## src/rtl/bshp_pkg.sv

```systemverilog
package bshp_pkg;

    localparam int CNT_W = 24;
    localparam logic [7:0] SYNC_BYTE = 8'hFF;
    localparam logic [3:0] MARK_NIB = 4'h2;

    typedef enum logic [1:0] {
        ST_OK      = 2'd0,
        ST_NOSYNC  = 2'd1,
        ST_CORRUPT = 2'd2,
        ST_SHORT   = 2'd3
    } hdr_status_e;

    typedef enum logic [2:0] {
        PH_IDLE  = 3'd0,
        PH_HUNT  = 3'd1,
        PH_MARK  = 3'd2,
        PH_CNT   = 3'd3,
        PH_CHECK = 3'd4
    } phase_e;

    typedef struct packed {
        logic [1:0] slot;
        logic [7:0] data;
    } cnt_byte_t;

    // Place one header byte into the running bit count.
    function automatic logic [CNT_W-1:0] merge_count(
        input logic [CNT_W-1:0] cur,
        input cnt_byte_t        cb
    );
        logic [CNT_W-1:0] r;
        r = cur;
        case (cb.slot)
            2'd0:    r[23:20] = cb.data[3:0];
            2'd1:    r[19:12] = cb.data;
            2'd2:    r[11:4]  = cb.data;
            default: r[3:0]   = cb.data[7:4];
        endcase
        return r;
    endfunction

endpackage

```

## src/rtl/bshp_count_asm.sv

```systemverilog
module bshp_count_asm
    import bshp_pkg::*;
(
    input  logic             clk,
    input  logic             rst,
    input  logic             clr,
    input  logic             load,
    input  cnt_byte_t        cb,
    output logic [CNT_W-1:0] count
);

    logic [CNT_W-1:0] count_q;

    always_ff @(posedge clk) begin
        if (rst || clr) begin
            count_q <= '0;
        end else if (load) begin
            count_q <= merge_count(count_q, cb);
        end
    end

    assign count = count_q;

endmodule

```

## src/rtl/bshp_field_track.sv

```systemverilog
module bshp_field_track #(
    parameter int IDX_W      = 24,
    parameter int NUM_FIELDS = 3,
    parameter int FIRST_POS  = 15
) (
    input  logic                    clk,
    input  logic                    rst,
    input  logic                    clr,
    input  logic                    en,
    input  logic [IDX_W-1:0]        idx,
    input  logic [7:0]              data,
    output logic [NUM_FIELDS*8-1:0] lens
);

    localparam int PW = IDX_W + 2;
    localparam int KW = $clog2(NUM_FIELDS + 1);

    logic [PW-1:0] pos_q;
    logic [KW-1:0] k_q;
    logic [7:0]    len_q [NUM_FIELDS];
    logic          hit;

    assign hit = en && (k_q < KW'(NUM_FIELDS)) && (pos_q == {2'b00, idx});

    always_ff @(posedge clk) begin
        if (rst || clr) begin
            pos_q <= PW'(FIRST_POS);
            k_q   <= '0;
            for (int f = 0; f < NUM_FIELDS; f++) begin
                len_q[f] <= '0;
            end
        end else if (hit) begin
            len_q[k_q] <= data;
            pos_q      <= pos_q + PW'(data) + PW'(3);
            k_q        <= k_q + KW'(1);
        end
    end

    for (genvar g = 0; g < NUM_FIELDS; g++) begin : g_pack
        assign lens[g*8 +: 8] = len_q[g];
    end

endmodule

```

## src/rtl/bshp_len_check.sv

```systemverilog
module bshp_len_check
    import bshp_pkg::*;
#(
    parameter int IDX_W = 24
) (
    input  logic [IDX_W-1:0] off,
    input  logic [CNT_W-1:0] count,
    input  logic [IDX_W-1:0] file_len,
    output logic             too_short
);

    localparam int BW = CNT_W - 3;
    localparam int SW = ((IDX_W > BW) ? IDX_W : BW) + 1;

    logic [SW-1:0] need;

    always_comb begin
        need      = SW'(off) + SW'(count[CNT_W-1:3]);
        too_short = need > SW'(file_len);
    end

endmodule

```

## src/rtl/bitstream_hdr_parser.sv

```systemverilog
module bitstream_hdr_parser
    import bshp_pkg::*;
#(
    parameter int IDX_W      = 24,
    parameter int NUM_FIELDS = 3,
    parameter int FIRST_POS  = 15
) (
    input  logic                    clk,
    input  logic                    rst,
    input  logic                    start,
    input  logic [IDX_W-1:0]        file_len,
    input  logic                    in_valid,
    output logic                    in_ready,
    input  logic [7:0]              in_data,
    input  logic [IDX_W-1:0]        in_index,
    output logic                    done,
    output logic [1:0]              status,
    output logic [CNT_W-1:0]        bit_count,
    output logic [IDX_W-1:0]        payload_off,
    output logic [NUM_FIELDS*8-1:0] field_len
);

    phase_e           state_q;
    hdr_status_e      status_q;
    logic             done_q;
    logic [1:0]       slot_q;
    logic [IDX_W-1:0] off_q;

    logic             hs;
    logic             last;
    logic             clr;
    logic             mark_ok;
    logic             too_short;
    logic             cnt_load;
    cnt_byte_t        cb;

    assign in_ready = (state_q == PH_HUNT) || (state_q == PH_MARK) || (state_q == PH_CNT);
    assign hs       = in_valid && in_ready;
    assign last     = (in_index == file_len - IDX_W'(1));
    assign clr      = start && (state_q == PH_IDLE);
    assign mark_ok  = (in_data[7:4] == MARK_NIB);
    assign cnt_load = hs && (((state_q == PH_MARK) && mark_ok) || (state_q == PH_CNT));

    always_comb begin
        cb.data = in_data;
        cb.slot = (state_q == PH_MARK) ? 2'd0 : slot_q;
    end

    bshp_count_asm u_count (
        .clk   (clk),
        .rst   (rst),
        .clr   (clr),
        .load  (cnt_load),
        .cb    (cb),
        .count (bit_count)
    );

    bshp_field_track #(
        .IDX_W      (IDX_W),
        .NUM_FIELDS (NUM_FIELDS),
        .FIRST_POS  (FIRST_POS)
    ) u_fields (
        .clk  (clk),
        .rst  (rst),
        .clr  (clr),
        .en   (hs),
        .idx  (in_index),
        .data (in_data),
        .lens (field_len)
    );

    bshp_len_check #(
        .IDX_W (IDX_W)
    ) u_len (
        .off       (off_q),
        .count     (bit_count),
        .file_len  (file_len),
        .too_short (too_short)
    );

    always_ff @(posedge clk) begin
        if (rst) begin
            state_q  <= PH_IDLE;
            status_q <= ST_OK;
            done_q   <= 1'b0;
            slot_q   <= 2'd0;
            off_q    <= '0;
        end else begin
            done_q <= 1'b0;
            case (state_q)
                PH_IDLE: begin
                    if (start) begin
                        status_q <= ST_OK;
                        off_q    <= '0;
                        slot_q   <= 2'd0;
                        if (file_len == '0) begin
                            status_q <= ST_NOSYNC;
                            done_q   <= 1'b1;
                        end else begin
                            state_q <= PH_HUNT;
                        end
                    end
                end
                PH_HUNT: begin
                    if (hs) begin
                        if (in_data == SYNC_BYTE) begin
                            off_q <= in_index + IDX_W'(1);
                            if (last) begin
                                status_q <= ST_SHORT;
                                done_q   <= 1'b1;
                                state_q  <= PH_IDLE;
                            end else begin
                                state_q <= PH_MARK;
                            end
                        end else if (last) begin
                            status_q <= ST_NOSYNC;
                            done_q   <= 1'b1;
                            state_q  <= PH_IDLE;
                        end
                    end
                end
                PH_MARK: begin
                    if (hs) begin
                        if (!mark_ok) begin
                            status_q <= ST_CORRUPT;
                            done_q   <= 1'b1;
                            state_q  <= PH_IDLE;
                        end else if (last) begin
                            status_q <= ST_SHORT;
                            done_q   <= 1'b1;
                            state_q  <= PH_IDLE;
                        end else begin
                            slot_q  <= 2'd1;
                            state_q <= PH_CNT;
                        end
                    end
                end
                PH_CNT: begin
                    if (hs) begin
                        if (slot_q == 2'd3) begin
                            state_q <= PH_CHECK;
                        end else if (last) begin
                            status_q <= ST_SHORT;
                            done_q   <= 1'b1;
                            state_q  <= PH_IDLE;
                        end else begin
                            slot_q <= slot_q + 2'd1;
                        end
                    end
                end
                PH_CHECK: begin
                    status_q <= too_short ? ST_SHORT : ST_OK;
                    done_q   <= 1'b1;
                    state_q  <= PH_IDLE;
                end
                default: state_q <= PH_IDLE;
            endcase
        end
    end

    assign done        = done_q;
    assign status      = status_q;
    assign payload_off = off_q;

endmodule

```

## config.mk

```make
export PLATFORM = sky130hd
export DESIGN_NAME = bitstream_hdr_parser
export DESIGN_NICKNAME = d
export VERILOG_FILES = /design/src/rtl/bshp_pkg.sv /design/src/rtl/bshp_count_asm.sv /design/src/rtl/bshp_field_track.sv /design/src/rtl/bshp_len_check.sv /design/src/rtl/bitstream_hdr_parser.sv
export SDC_FILE = /design/constraint.sdc
export NUM_CORES = 1
export LEC_CHECK = 0
export CAP_MARGIN = 20
export CORE_ASPECT_RATIO = 1.75
export CORE_MARGIN = 3
export CORE_UTILIZATION = 45
export DETAILED_ROUTE_END_ITERATION = 8
export HOLD_SLACK_MARGIN = 0.05
export PLACE_DENSITY = 0.79
export SETUP_SLACK_MARGIN = 0.05
export SLEW_MARGIN = 20
export SYNTH_ARGS = -nofsm -noshare
export SYNTH_HDL_FRONTEND = slang
export SYNTH_SLANG_ARGS = --single-unit
```

## constraint.sdc

```tcl
create_clock -name clk -period 4.6 [get_ports clk]
set_input_delay 0.92 -clock clk [delete_from_list [all_inputs] [get_ports clk]]
set_output_delay 0.92 -clock clk [all_outputs]
set_load 0.05 [all_outputs]
```

==> results.md, run 1 <==
- Avg WL per Cell: 20.0 um
- Initial Util: 46.0%
- Peak supply drop: 0.000237 V
- Final Cycle Share: 92.7%
- Combinational power share: 21.4%
- Worst Hold Class: reg2reg
- Core area: 0.0176 mm2
- # H-tree levels: 3
- GRT Resource Usage Total: 27.0%
- Sequential Power Share: 42.9%
- Post-synthesis sequential area ratio: 29.7%
- Antenna violations before repair: 0
- Psw: 0.740 mW
- Commonest non-fill, non-tap cells in the layout: clkdlybuf4s50_1 (135), nor2_1 (115), dfxtp_1 (84)
- Cell Area, Synth: 0.00810 mm2
- R2R Path Start: u_count.count[3]
- Clock power frac: 35.7%
- CTS max path bufs: 2
- CTS clk-pin slew, worst paths: 0.09 ns
- Mean Syn Cell Area: 8.34 um2
- Internal power: 1.60 mW
- R2R depth: 21
- Outcome: finished, final reports clean
- Worst Hold Depth: 2
- Global-route wire length before repair: 41.4 mm
- Minimum clock period: 4.26 ns
- Share of layout cells above drive strength 1: 7.60%
- Most common cell after layout, fill and taps aside: clkdlybuf4s50_1
- Post-Syn Instances: 971
- Final setup vio count: 0
- Vias: 8115
- Buffers on Ports: 135
- Maxcap violations: 0
- Setup bufs post-CTS: 0
- Critical path class: reg2reg
- DRT Wirelength: 26.9 mm
- Die area: 0.0197 mm2
- Setup tns final: 0 ns
- First-pass DRT Iterations: 6
- Die X: 107 um
- Clock Sinks: 108
- CTS Hold Bufs: 0
- Setup crit start kind: flip-flop
- Fin. Hold Viols: 0
- Main synth FF type: dfxtp_1
- CTS resizes: 0
- Distinct cells, synth: 71
- Worst hold start: u_fields.pos_q[24]
- Syn_nets: 1101
- Die H: 184 um
- Ant. Diodes: 0
- Routability Congestion: 1.06
- CTS tree: done
- I/O Pins: 136
- Crit path from: u_count.count[3]
- RSZ-0062 raised after global routing: no
- CP Max Fanout: 3
- Pleak: 4.23 nW
- DP HPWL: 21.5 mm
- WP data arrival: 4.55 ns
- EDFF count, synth: 24
- Crit. End Element: flip-flop
- Asr flop ratio synth: 0%
- Switch share: 31.6%
- Pin count of the biggest net entering global routing: 29
- Clock Root Buffer: clkbuf_16
- Slew headroom: 54.8%
- Final setup margin: 0.337 ns
- Peak Freq: 0.235 GHz
- Post-synthesis register bit count: 108
- R2R setup slack: 0.34 ns
- Final Net Count: 1243
- Final Core Density: 57.8%
- Max Slew Vio Count: 0
- Via-to-Cell Ratio: 6.02
- Vias in the first global route: 7869
- Synthesis-to-layout area growth: 25.7%
- Row count: 64
- RR Endpoint: status[1]
- Synth Warn #: 0
- Pwr dens: 230 mW/mm2
- Clock Skew: 0.0105 ns
- Critical Path RT: 4.88 ns
- Hold path endpoint: u_fields.pos_q[24]
- Worst Tran Pin Value: 0.678 ns
- Antenna Violating Nets Remaining: 0
- DRC viols: 0
- Place WS: 0.143 ns
- Clk Latency, worst-skew pair: 0.36 ns
- CTS buffer count: 9
- Initial drt markers: 742
- Gr ovfl total: 0
==> cell families after synthesis <==
kind of cell,share of synthesized area (%)
XOR/XNOR,11.6
buffers and inverters,4.99
AND/OR/NAND/NOR,23.5
AO/OA/AOI/OAI,15.9
flip-flops,29.7
adder cells (fa/ha/maj),11.0
multiplexers,3.35
==> area by class of cell <==
class	instances	area [um2]
clock buffer	10	250
fill	1589	7430
multi-input combinational	762	5310
sequential	108	2400
inverter	58	218
tap	231	289
clock inverter	6	72.6
timing repair buffer	174	1640
==> critical path: stages, from the launching register on <==
cell,delay [ns]
dfxtp_1,0.34
ha_1,0.21
inv_1,0.07
fa_1,0.20
nor2b_1,0.07
o31a_1,0.25
o211ai_1,0.35
nand2_1,0.17
o21a_1,0.23
o21a_1,0.17
nor2_1,0.11
xnor2_1,0.11
ha_1,0.30
nand3_1,0.10
nor3_2,0.27
o21a_1,0.16
o22a_1,0.17
o211ai_1,0.09
a31o_2,0.23
a31oi_1,0.25
o31ai_1,0.11
a221oi_2,0.22
==> synth_stat cells, types with 33 or more instances <==
cell type	instances	share of area [%]
xor2_1	46	5.0
xnor2_1	61	6.6
dfxtp_1	84	21
and3_1	40	3.1
nand2_1	45	2.1
a21oi_1	51	3.2
inv_1	58	2.7
ha_1	68	11
nand3_1	34	2.1
o21ai_0	33	2.0
nor2_1	115	5.3
nor3_1	33	2.0
clkbuf_1	36	1.7
==> worst max-delay path by stage <==
stage,end,slack [ns],cells past startpoint
after global routing,status[1],0.06,21
after CTS,status[1],0.29,21
after global placement,u_fields.pos_q[19],0.22,17
after detailed placement,slot_q[0],0.14,12
final,status[1],0.34,21
after floorplan,status[0],0.56,21
==> power groups by stage <==
stage / Clock [mW] / Combinational, mW / Sequential [mW]
floorplan: 0 / 0.221 / 1.09
global placement: 0 / 0.486 / 1.03
detailed placement: 0 / 0.492 / 1.03
CTS: 0.840 / 0.495 / 1.01
global route: 0.874 / 0.533 / 1.01
finish: 0.837 / 0.500 / 1.01
==> routing by layer <==
layer  track usage, %  up-vias  wire (um)  share of wire [%]
li1                 -     3785          -                  -
met1             29.7     3816       9690                 36
met2             47.9      413      13400                 50
met3             2.81      101       1820                6.7
met4             18.9        0       2050                7.6
met5                0        -          0                  0
==> state kept, by name, summed over array words and instances (netlist names) <==
name            cells
u_fields.pos_q     26
u_fields.len_q     24
state_q             3
slot_q              2
payload_off        24
u_count.count      24
u_fields.k_q        2
done                1
status              2
==> stage by stage <==
step / cell area (um2) / cells / power (mW) / hold slack, ns
6_report: 10200 / 1349 / 2.34 / 0.460
5_1_grt: 10200 / 1349 / 2.42 / 0.470
4_1_cts: 10200 / 1349 / 2.34 / 0.458
3_5_place_dp: 9850 / 1333 / 1.52 / 0.444
3_3_place_gp: 9850 / 1333 / 1.51 / 0.442
2_1_floorplan: 8100 / 971 / 1.31 / 0.426
(Power assumes the default switching activity.)
==> inputs of run 2 (changes only) <==
--- a/config.mk
+++ b/config.mk
@@ -7,11 +7,11 @@
 export LEC_CHECK = 0
 export CAP_MARGIN = 20
 export CORE_ASPECT_RATIO = 1.75
-export CORE_MARGIN = 3
-export CORE_UTILIZATION = 45
+export CORE_MARGIN = 4
+export CORE_UTILIZATION = 55
 export DETAILED_ROUTE_END_ITERATION = 8
-export HOLD_SLACK_MARGIN = 0.05
-export PLACE_DENSITY = 0.79
+export HOLD_SLACK_MARGIN = 0.06
+export PLACE_DENSITY = 0.92
 export SETUP_SLACK_MARGIN = 0.05
 export SLEW_MARGIN = 20
 export SYNTH_ARGS = -nofsm -noshare
==> run 2 against run 1 <==
Clock power down 5.3%. Via count is 1.1% higher. Global-route usage grew 5.4 points. Sequential share of layout area up 0.061 points. Non-clock buffer count is 1 higher. Hold slack improved by 0.012 ns.
==> results.md, run 2 (synthesis results as in run 1) <==
- Outcome: finished, final reports clean (unchanged)
- WP data arrival: 4.73 ns (was 4.55 ns)
- Reg with most FFs: u_fields.pos_q (unchanged)
- DRC viols: 0 (unchanged)
- Pin count of the biggest net entering global routing: 34 (was 29)
- CTS Hold Bufs: 0 (unchanged)
- Peak Freq: 0.224 GHz (was 0.235 GHz)
- Place WS: -0.00712 ns (was 0.143 ns)
- Finished Layout Cells: 1299 (was 1349)
- Antenna violations before repair: 0 (unchanged)
- Share of layout cells above drive strength 1: 8.49% (was 7.60%)
- Worst Tran Pin Value: 0.698 ns (was 0.678 ns)
- DRT Wirelength: 27.6 mm (was 26.9 mm)
- Largest register FFs: 26 (unchanged)
- RSZ-0062 raised after global routing: yes (was no)
- Ant. Diodes: 0 (unchanged)
- Initial Util: 56.1% (was 46.0%)
- Most common cell after layout, fill and taps aside: clkdlybuf4s50_1 (unchanged)
- Clock Sinks: 108 (unchanged)
- Final setup vio count: 0 (unchanged)
- First-pass DRT Iterations: 5 (was 6)
- Crit. End Element: flip-flop (unchanged)
- I/O Pins: 136 (unchanged)
- Die H: 169 um (was 184 um)
- Placed cells: 1280 (was 1333)
- Filler cells: 1109 (was 1589)
- Maxcap violations: 0 (unchanged)
- # H-tree levels: 3 (unchanged)
- Initial drt markers: 657 (was 742)
- Gr ovfl total: 0 (unchanged)
- Setup crit start kind: flip-flop (unchanged)
- Minimum clock period: 4.46 ns (was 4.26 ns)
- Antenna Violating Nets Remaining: 0 (unchanged)
- Setup tns final: 0 ns (unchanged)
- Final Cycle Share: 97.0% (was 92.7%)
- Max Slew Vio Count: 0 (unchanged)
- Pleak: 4.23 nW (about the same)
- Critical path class: reg2reg (unchanged)
- Final Net Count: 1244 (was 1243)
- Avg WL per Cell: 21.2 um (was 20.0 um)
- Post-route cell area: 0.0102 mm2 (about the same)
- Vias in the first global route: 8316 (was 7869)
- Crit path cell chain: ha_1 -> inv_1 -> fa_1 -> nor2b_1 -> o31a_1 -> o211ai_1 -> nand2_1 -> a41o_1 -> nor2_2 -> o21ai_1 -> a41oi_1 -> xnor2_1 -> ha_1 -> nand4_1 -> buf_4 -> nor2_1 -> o211ai_1 -> a31o_2 -> a31oi_2 -> o31ai_1 -> a221oi_2 (was ha_1 -> inv_1 -> fa_1 -> nor2b_1 -> o31a_1 -> o211ai_1 -> nand2_1 -> o21a_1 -> o21a_1 -> nor2_1 -> xnor2_1 -> ha_1 -> nand3_1 -> nor3_2 -> o21a_1 -> o22a_1 -> o211ai_1 -> a31o_2 -> a31oi_1 -> o31ai_1 -> a221oi_2)
- Clk Latency, worst-skew pair: 0.36 ns (about the same)
- Pwr dens: 227 mW/mm2 (was 230 mW/mm2)
- Die area: 0.0168 mm2 (was 0.0197 mm2)
- Row count: 58 (was 64)
- Vias: 8203 (was 8115)
- Clock Root Buffer: clkbuf_16 (unchanged)
- Commonest non-fill, non-tap cells in the layout: clkdlybuf4s50_1 (135), nor2_1 (113), dfxtp_1 (84) (was clkdlybuf4s50_1 (135), nor2_1 (115), dfxtp_1 (84))
- Global-route wire length before repair: 42.7 mm (was 41.4 mm)
- Core area: 0.0144 mm2 (was 0.0176 mm2)
- Final setup margin: 0.139 ns (was 0.337 ns)
- Buffers on Ports: 135 (unchanged)
- Routability Congestion: 0.999 (was 1.06)
- Bufs and invs on worst path: 2 (was 1)
- CTS tree: done (unchanged)
- DP HPWL: 21.5 mm (about the same)
- Tot Pwr: 2.31 mW (was 2.34 mW)
- Fin. Hold Viols: 0 (unchanged)
- CTS clk-pin slew, worst paths: 0.08 ns (was 0.09 ns)
- Slowest cell on the critical path: fa_1 (was o211ai_1)
- Synthesis-to-layout area growth: 25.4% (was 25.7%)
- Placed cell areas: 0.00978 mm2 (was 0.00985 mm2)
- Peak supply drop: 0.000252 V (was 0.000237 V)
- CP Max Fanout: 3 (unchanged)
- CP delay by family, top: compound AO/OA/AOI/OAI gates (unchanged)
- Clock Skew: 0.00676 ns (was 0.0105 ns)
- Crit path largest cell delay: 0.41 ns (was 0.35 ns)
- Critical Path RT: 4.87 ns (was 4.88 ns)
- Via-to-Cell Ratio: 6.31 (was 6.02)
- CTS buffer count: 9 (unchanged)
- CTS max path bufs: 2 (unchanged)
- Worst Hold Class: reg2reg (unchanged)
- Die X: 99.7 um (was 107 um)
- Slew headroom: 53.0% (was 54.8%)
- GRT Resource Usage Total: 32.4% (was 27.0%)
==> run 2: report_power, final <==
part           switching (mW)  internal, mW  total, mW
Combinational           0.314         0.194      0.508
Clock                   0.406         0.386      0.793
Sequential             0.0176         0.988       1.01
==> run 2: area by class of cell <==
cell class	instances	area, um2	share of cell area [%]
Inverter	58	218	2.14
Clock buffer	9	225	2.22
Tap cell	180	225	2.22
Multi-Input combinational cell	762	5360	52.7
Sequential cell	108	2400	23.7
Clock inverter	7	77.6	0.764
Timing Repair Buffer	175	1650	16.3
==> run 2: worst paths after layout <==
check	from	endpoint	slack (ns)	depth (start not counted)
hold reg to reg	u_fields.pos_q[25]	u_fields.pos_q[25]	0.47	1
setup / recovery	u_count.count[3]	status[1]	0.14	21
setup reg to reg	u_count.count[3]	status[1]	0.14	21
hold / removal	u_fields.pos_q[25]	u_fields.pos_q[25]	0.47	1
==> run 2: per-stage QoR <==
step	util, %	hold slack, ns
after global placement	67.7	0.444
after CTS	69.8	0.472
after global routing	70.3	0.500
final	70.3	0.472
after detailed placement	67.7	0.450
after floorplan	-	0.426
==> run 2: repair_timing <==
item                       4_1_cts  5_1_grt
hold endpoints to repair         0        0
buffers inserted                 0        3
resized for setup                0       12
setup endpoints to repair        0        4
==> run 2: per-layer routing <==
metal	global-route usage, %	vias to the layer above	wire length [um]
met4	25.0	0	2270
li1	-	3789	-
met3	4.21	124	1550
met5	0	-	0
met1	34.9	3889	9720
met2	56.2	401	14000
==> inputs of run 3 (changes only) <==
--- a/config.mk
+++ b/config.mk
@@ -9,9 +9,10 @@
 export CORE_ASPECT_RATIO = 1.75
 export CORE_MARGIN = 4
 export CORE_UTILIZATION = 55
+export CTS_CLUSTER_DIAMETER = 30
 export DETAILED_ROUTE_END_ITERATION = 8
 export HOLD_SLACK_MARGIN = 0.06
-export PLACE_DENSITY = 0.92
+export PLACE_DENSITY_LB_ADDON = 0.15
 export SETUP_SLACK_MARGIN = 0.05
 export SLEW_MARGIN = 20
 export SYNTH_ARGS = -nofsm -noshare
==> run 3 against run 2 <==
Global-route usage is 0.87 points lower. Core utilization is 0.60 points lower. Maximum frequency is 5.0% higher. Clock power is 7.3% lower. Hold slack worse by 0.016 ns. Sequential share of layout area is 0.20 points higher. Critical path depth is 2 lower. Critical path type unchanged. Largest cell class unchanged. Highest routed layer unchanged.
==> results.md, run 3 (synthesis results as in run 1) <==
- Critical Path RT: 4.86 ns (was 4.87 ns)
- Initial Util: 56.1% (unchanged)
- Worst Hold Depth: 2 (was 1)
- Bufs and invs on worst path: 0 (was 2)
- Worst path most repeated cell: a21oi_1
- Pleak: 4.19 nW (was 4.23 nW)
- Clock Root Buffer: clkbuf_16 (unchanged)
- Antenna Violating Nets Remaining: 0 (unchanged)
- WP data arrival: 4.51 ns (was 4.73 ns)
- Final Core Density: 69.7% (was 70.3%)
- CTS tree: done (unchanged)
- Pin count of the biggest net entering global routing: 33 (was 34)
- Antenna violations before repair: 0 (unchanged)
- Setup crit start kind: flip-flop (unchanged)
- CTS clk-pin slew, worst paths: 0.07 ns (was 0.08 ns)
- # H-tree levels: 3 (unchanged)
- Most common cell after layout, fill and taps aside: clkdlybuf4s50_1 (unchanged)
- Vias: 8004 (was 8203)
- Slowest cell on the critical path: dfxtp_1 (was fa_1)
- First-pass DRT Iterations: 9 (was 5)
- Reg with most FFs: u_fields.pos_q (unchanged)
- Fin. Hold Viols: 0 (unchanged)
- Sequential Power Share: 44.9% (was 43.6%)
- DRT Wirelength: 26.6 mm (was 27.6 mm)
- Critical path class: reg2reg (unchanged)
- Via-to-Cell Ratio: 6.17 (was 6.31)
- Setup bufs post-CTS: 0 (unchanged)
- Worst hold start: u_fields.pos_q[24] (was u_fields.pos_q[25])
- Setup tns final: 0 ns (unchanged)
- Switch share: 30.8% (was 32.0%)
- Combinational power share: 22.3% (was 22.0%)
- R2R depth: 19 (was 21)
- Clock power frac: 32.8% (was 34.4%)
- CTS buffer count: 9 (unchanged)
- Clk Latency, worst-skew pair: 0.35 ns (was 0.36 ns)
- Slew headroom: 52.1% (was 53.0%)
- Die H: 169 um (unchanged)
- Peak supply drop: 0.000210 V (was 0.000252 V)
- Final setup vio count: 0 (unchanged)
- RR Endpoint: status[0] (was status[1])
- Clock Skew: 0.00546 ns (was 0.00676 ns)
- Avg WL per Cell: 20.5 um (was 21.2 um)
- Worst Tran Pin Value: 0.715 ns (was 0.698 ns)
- R2R Path Start: payload_off[1] (was u_count.count[3])
- Internal power: 1.55 mW (was 1.57 mW)
- DRC viols: 0 (unchanged)
- Synthesis-to-layout area growth: 24.3% (was 25.4%)
- Ant. Diodes: 0 (unchanged)
- Crit path cell chain: ha_1 -> a21o_1 -> a21oi_1 -> o21bai_1 -> a21oi_1 -> o21ai_0 -> a21oi_1 -> o21ai_0 -> xnor2_1 -> ha_1 -> nand3_1 -> nor3_2 -> o21a_1 -> o22a_1 -> o211ai_1 -> a31o_2 -> and3_1 -> and2_1 -> nor4_1 (was ha_1 -> inv_1 -> fa_1 -> nor2b_1 -> o31a_1 -> o211ai_1 -> nand2_1 -> a41o_1 -> nor2_2 -> o21ai_1 -> a41oi_1 -> xnor2_1 -> ha_1 -> nand4_1 -> buf_4 -> nor2_1 -> o211ai_1 -> a31o_2 -> a31oi_2 -> o31ai_1 -> a221oi_2)
- Final Cycle Share: 92.3% (was 97.0%)
- Core area: 0.0144 mm2 (unchanged)
- Minimum clock period: 4.25 ns (was 4.46 ns)
- Routability Congestion: 1.01 (was 0.999)
- Crit. End Element: flip-flop (unchanged)
- Clock Sinks: 108 (unchanged)
- Row count: 58 (unchanged)
- Psw: 0.691 mW (was 0.738 mW)
- Largest register FFs: 26 (unchanged)
- Die X: 99.7 um (unchanged)
- Global-route wire length before repair: 41.5 mm (was 42.7 mm)
- Initial drt markers: 493 (was 657)
- CTS max path bufs: 2 (unchanged)
- Max Slew Vio Count: 0 (unchanged)
- Maxcap violations: 0 (unchanged)
- CP delay by family, top: compound AO/OA/AOI/OAI gates (unchanged)
- Commonest non-fill, non-tap cells in the layout: clkdlybuf4s50_1 (135), nor2_1 (115), dfxtp_1 (84) (was clkdlybuf4s50_1 (135), nor2_1 (113), dfxtp_1 (84))
- I/O Pins: 136 (unchanged)
- DP HPWL: 21.2 mm (was 21.5 mm)
- Worst Hold Class: reg2reg (unchanged)
- CP Max Fanout: 4 (was 3)
- Buffers on Ports: 135 (unchanged)
- R2R setup slack: 0.35 ns (was 0.14 ns)
- Crit path largest cell delay: 0.40 ns (was 0.41 ns)
- Share of layout cells above drive strength 1: 7.61% (was 8.49%)
- GRT Resource Usage Total: 31.5% (was 32.4%)
- Final Net Count: 1242 (was 1244)
- Gr ovfl total: 0 (unchanged)
- Outcome: finished, final reports clean (unchanged)
- Die area: 0.0168 mm2 (unchanged)
- Peak Freq: 0.235 GHz (was 0.224 GHz)
- Pwr dens: 223 mW/mm2 (was 227 mW/mm2)
- RSZ-0062 raised after global routing: no (was yes)
- Vias in the first global route: 7988 (was 8316)
- Hold path endpoint: u_fields.pos_q[24] (was u_fields.pos_q[25])
-- run 3: power groups by stage --
| stage | sequential [mW] | clock, mW | combinational (mW) |
|---|---|---|---|
| finish | 1.01 | 0.735 | 0.501 |
| global route | 1.01 | 0.785 | 0.536 |
| CTS | 1.01 | 0.744 | 0.496 |
| detailed placement | 1.03 | 0 | 0.493 |
| global placement | 1.03 | 0 | 0.488 |
| floorplan | 1.09 | 0 | 0.221 |
-- run 3: what timing repair did --
action | 4_1_cts | 5_1_grt
hold buffers | 0 | 0
gates resized for setup | 0 | 2
endpoints found under the setup margin | 0 | 3
-- run 3: routing by layer --
| layer | share of wire (%) | global-route usage (%) |
|---|---|---|
| met5 | 0 | 0 |
| met4 | 7.8 | 21.6 |
| met3 | 5.8 | 3.55 |
| met2 | 50 | 56.2 |
| met1 | 36 | 34.2 |
-- run 3: tightest hold or removal path: stages, from the launching register on --
cell     delay [ns]
dfxtp_1        0.32
inv_1          0.05
a21oi_1        0.05
-- run 3: through the flow --
| step | power (mW) | cell area, um2 | instances | setup slack (ns) | hold slack, ns |
|---|---|---|---|---|---|
| 6_report | 2.24 | 10100 | 1297 | 0.353 | 0.456 |
| 5_1_grt | 2.33 | 10100 | 1297 | 0.0621 | 0.479 |
| 4_1_cts | 2.25 | 10100 | 1297 | 0.325 | 0.460 |
| 3_5_place_dp | 1.52 | 9780 | 1281 | 0.105 | 0.445 |
| 3_3_place_gp | 1.52 | 9780 | 1281 | 0.197 | 0.441 |
| 2_1_floorplan | 1.31 | 8100 | 971 | 0.562 | 0.426 |
-- run 3: worst max-delay path by stage --
stage               cells past startpoint  slack [ns]                  to             start
global placement                       12        0.20           slot_q[0]       file_len[1]
detailed placement                     16        0.10  u_fields.pos_q[15]        in_data[1]
floorplan                              21        0.56           status[0]    payload_off[0]
CTS                                    19        0.32           status[0]    payload_off[1]
global route                           21        0.06           status[0]  u_count.count[3]
finish                                 19        0.35           status[0]    payload_off[1]
-- run 3: layout make-up --
class | instances | area (um2)
multi-input cells | 762 | 5310
fillers | 1223 | 4370
flip-flops and latches | 108 | 2400
repair buffers | 173 | 1640
clock buffers | 9 | 225
well taps | 180 | 225
inverters | 58 | 218
clock inverters | 7 | 51.3
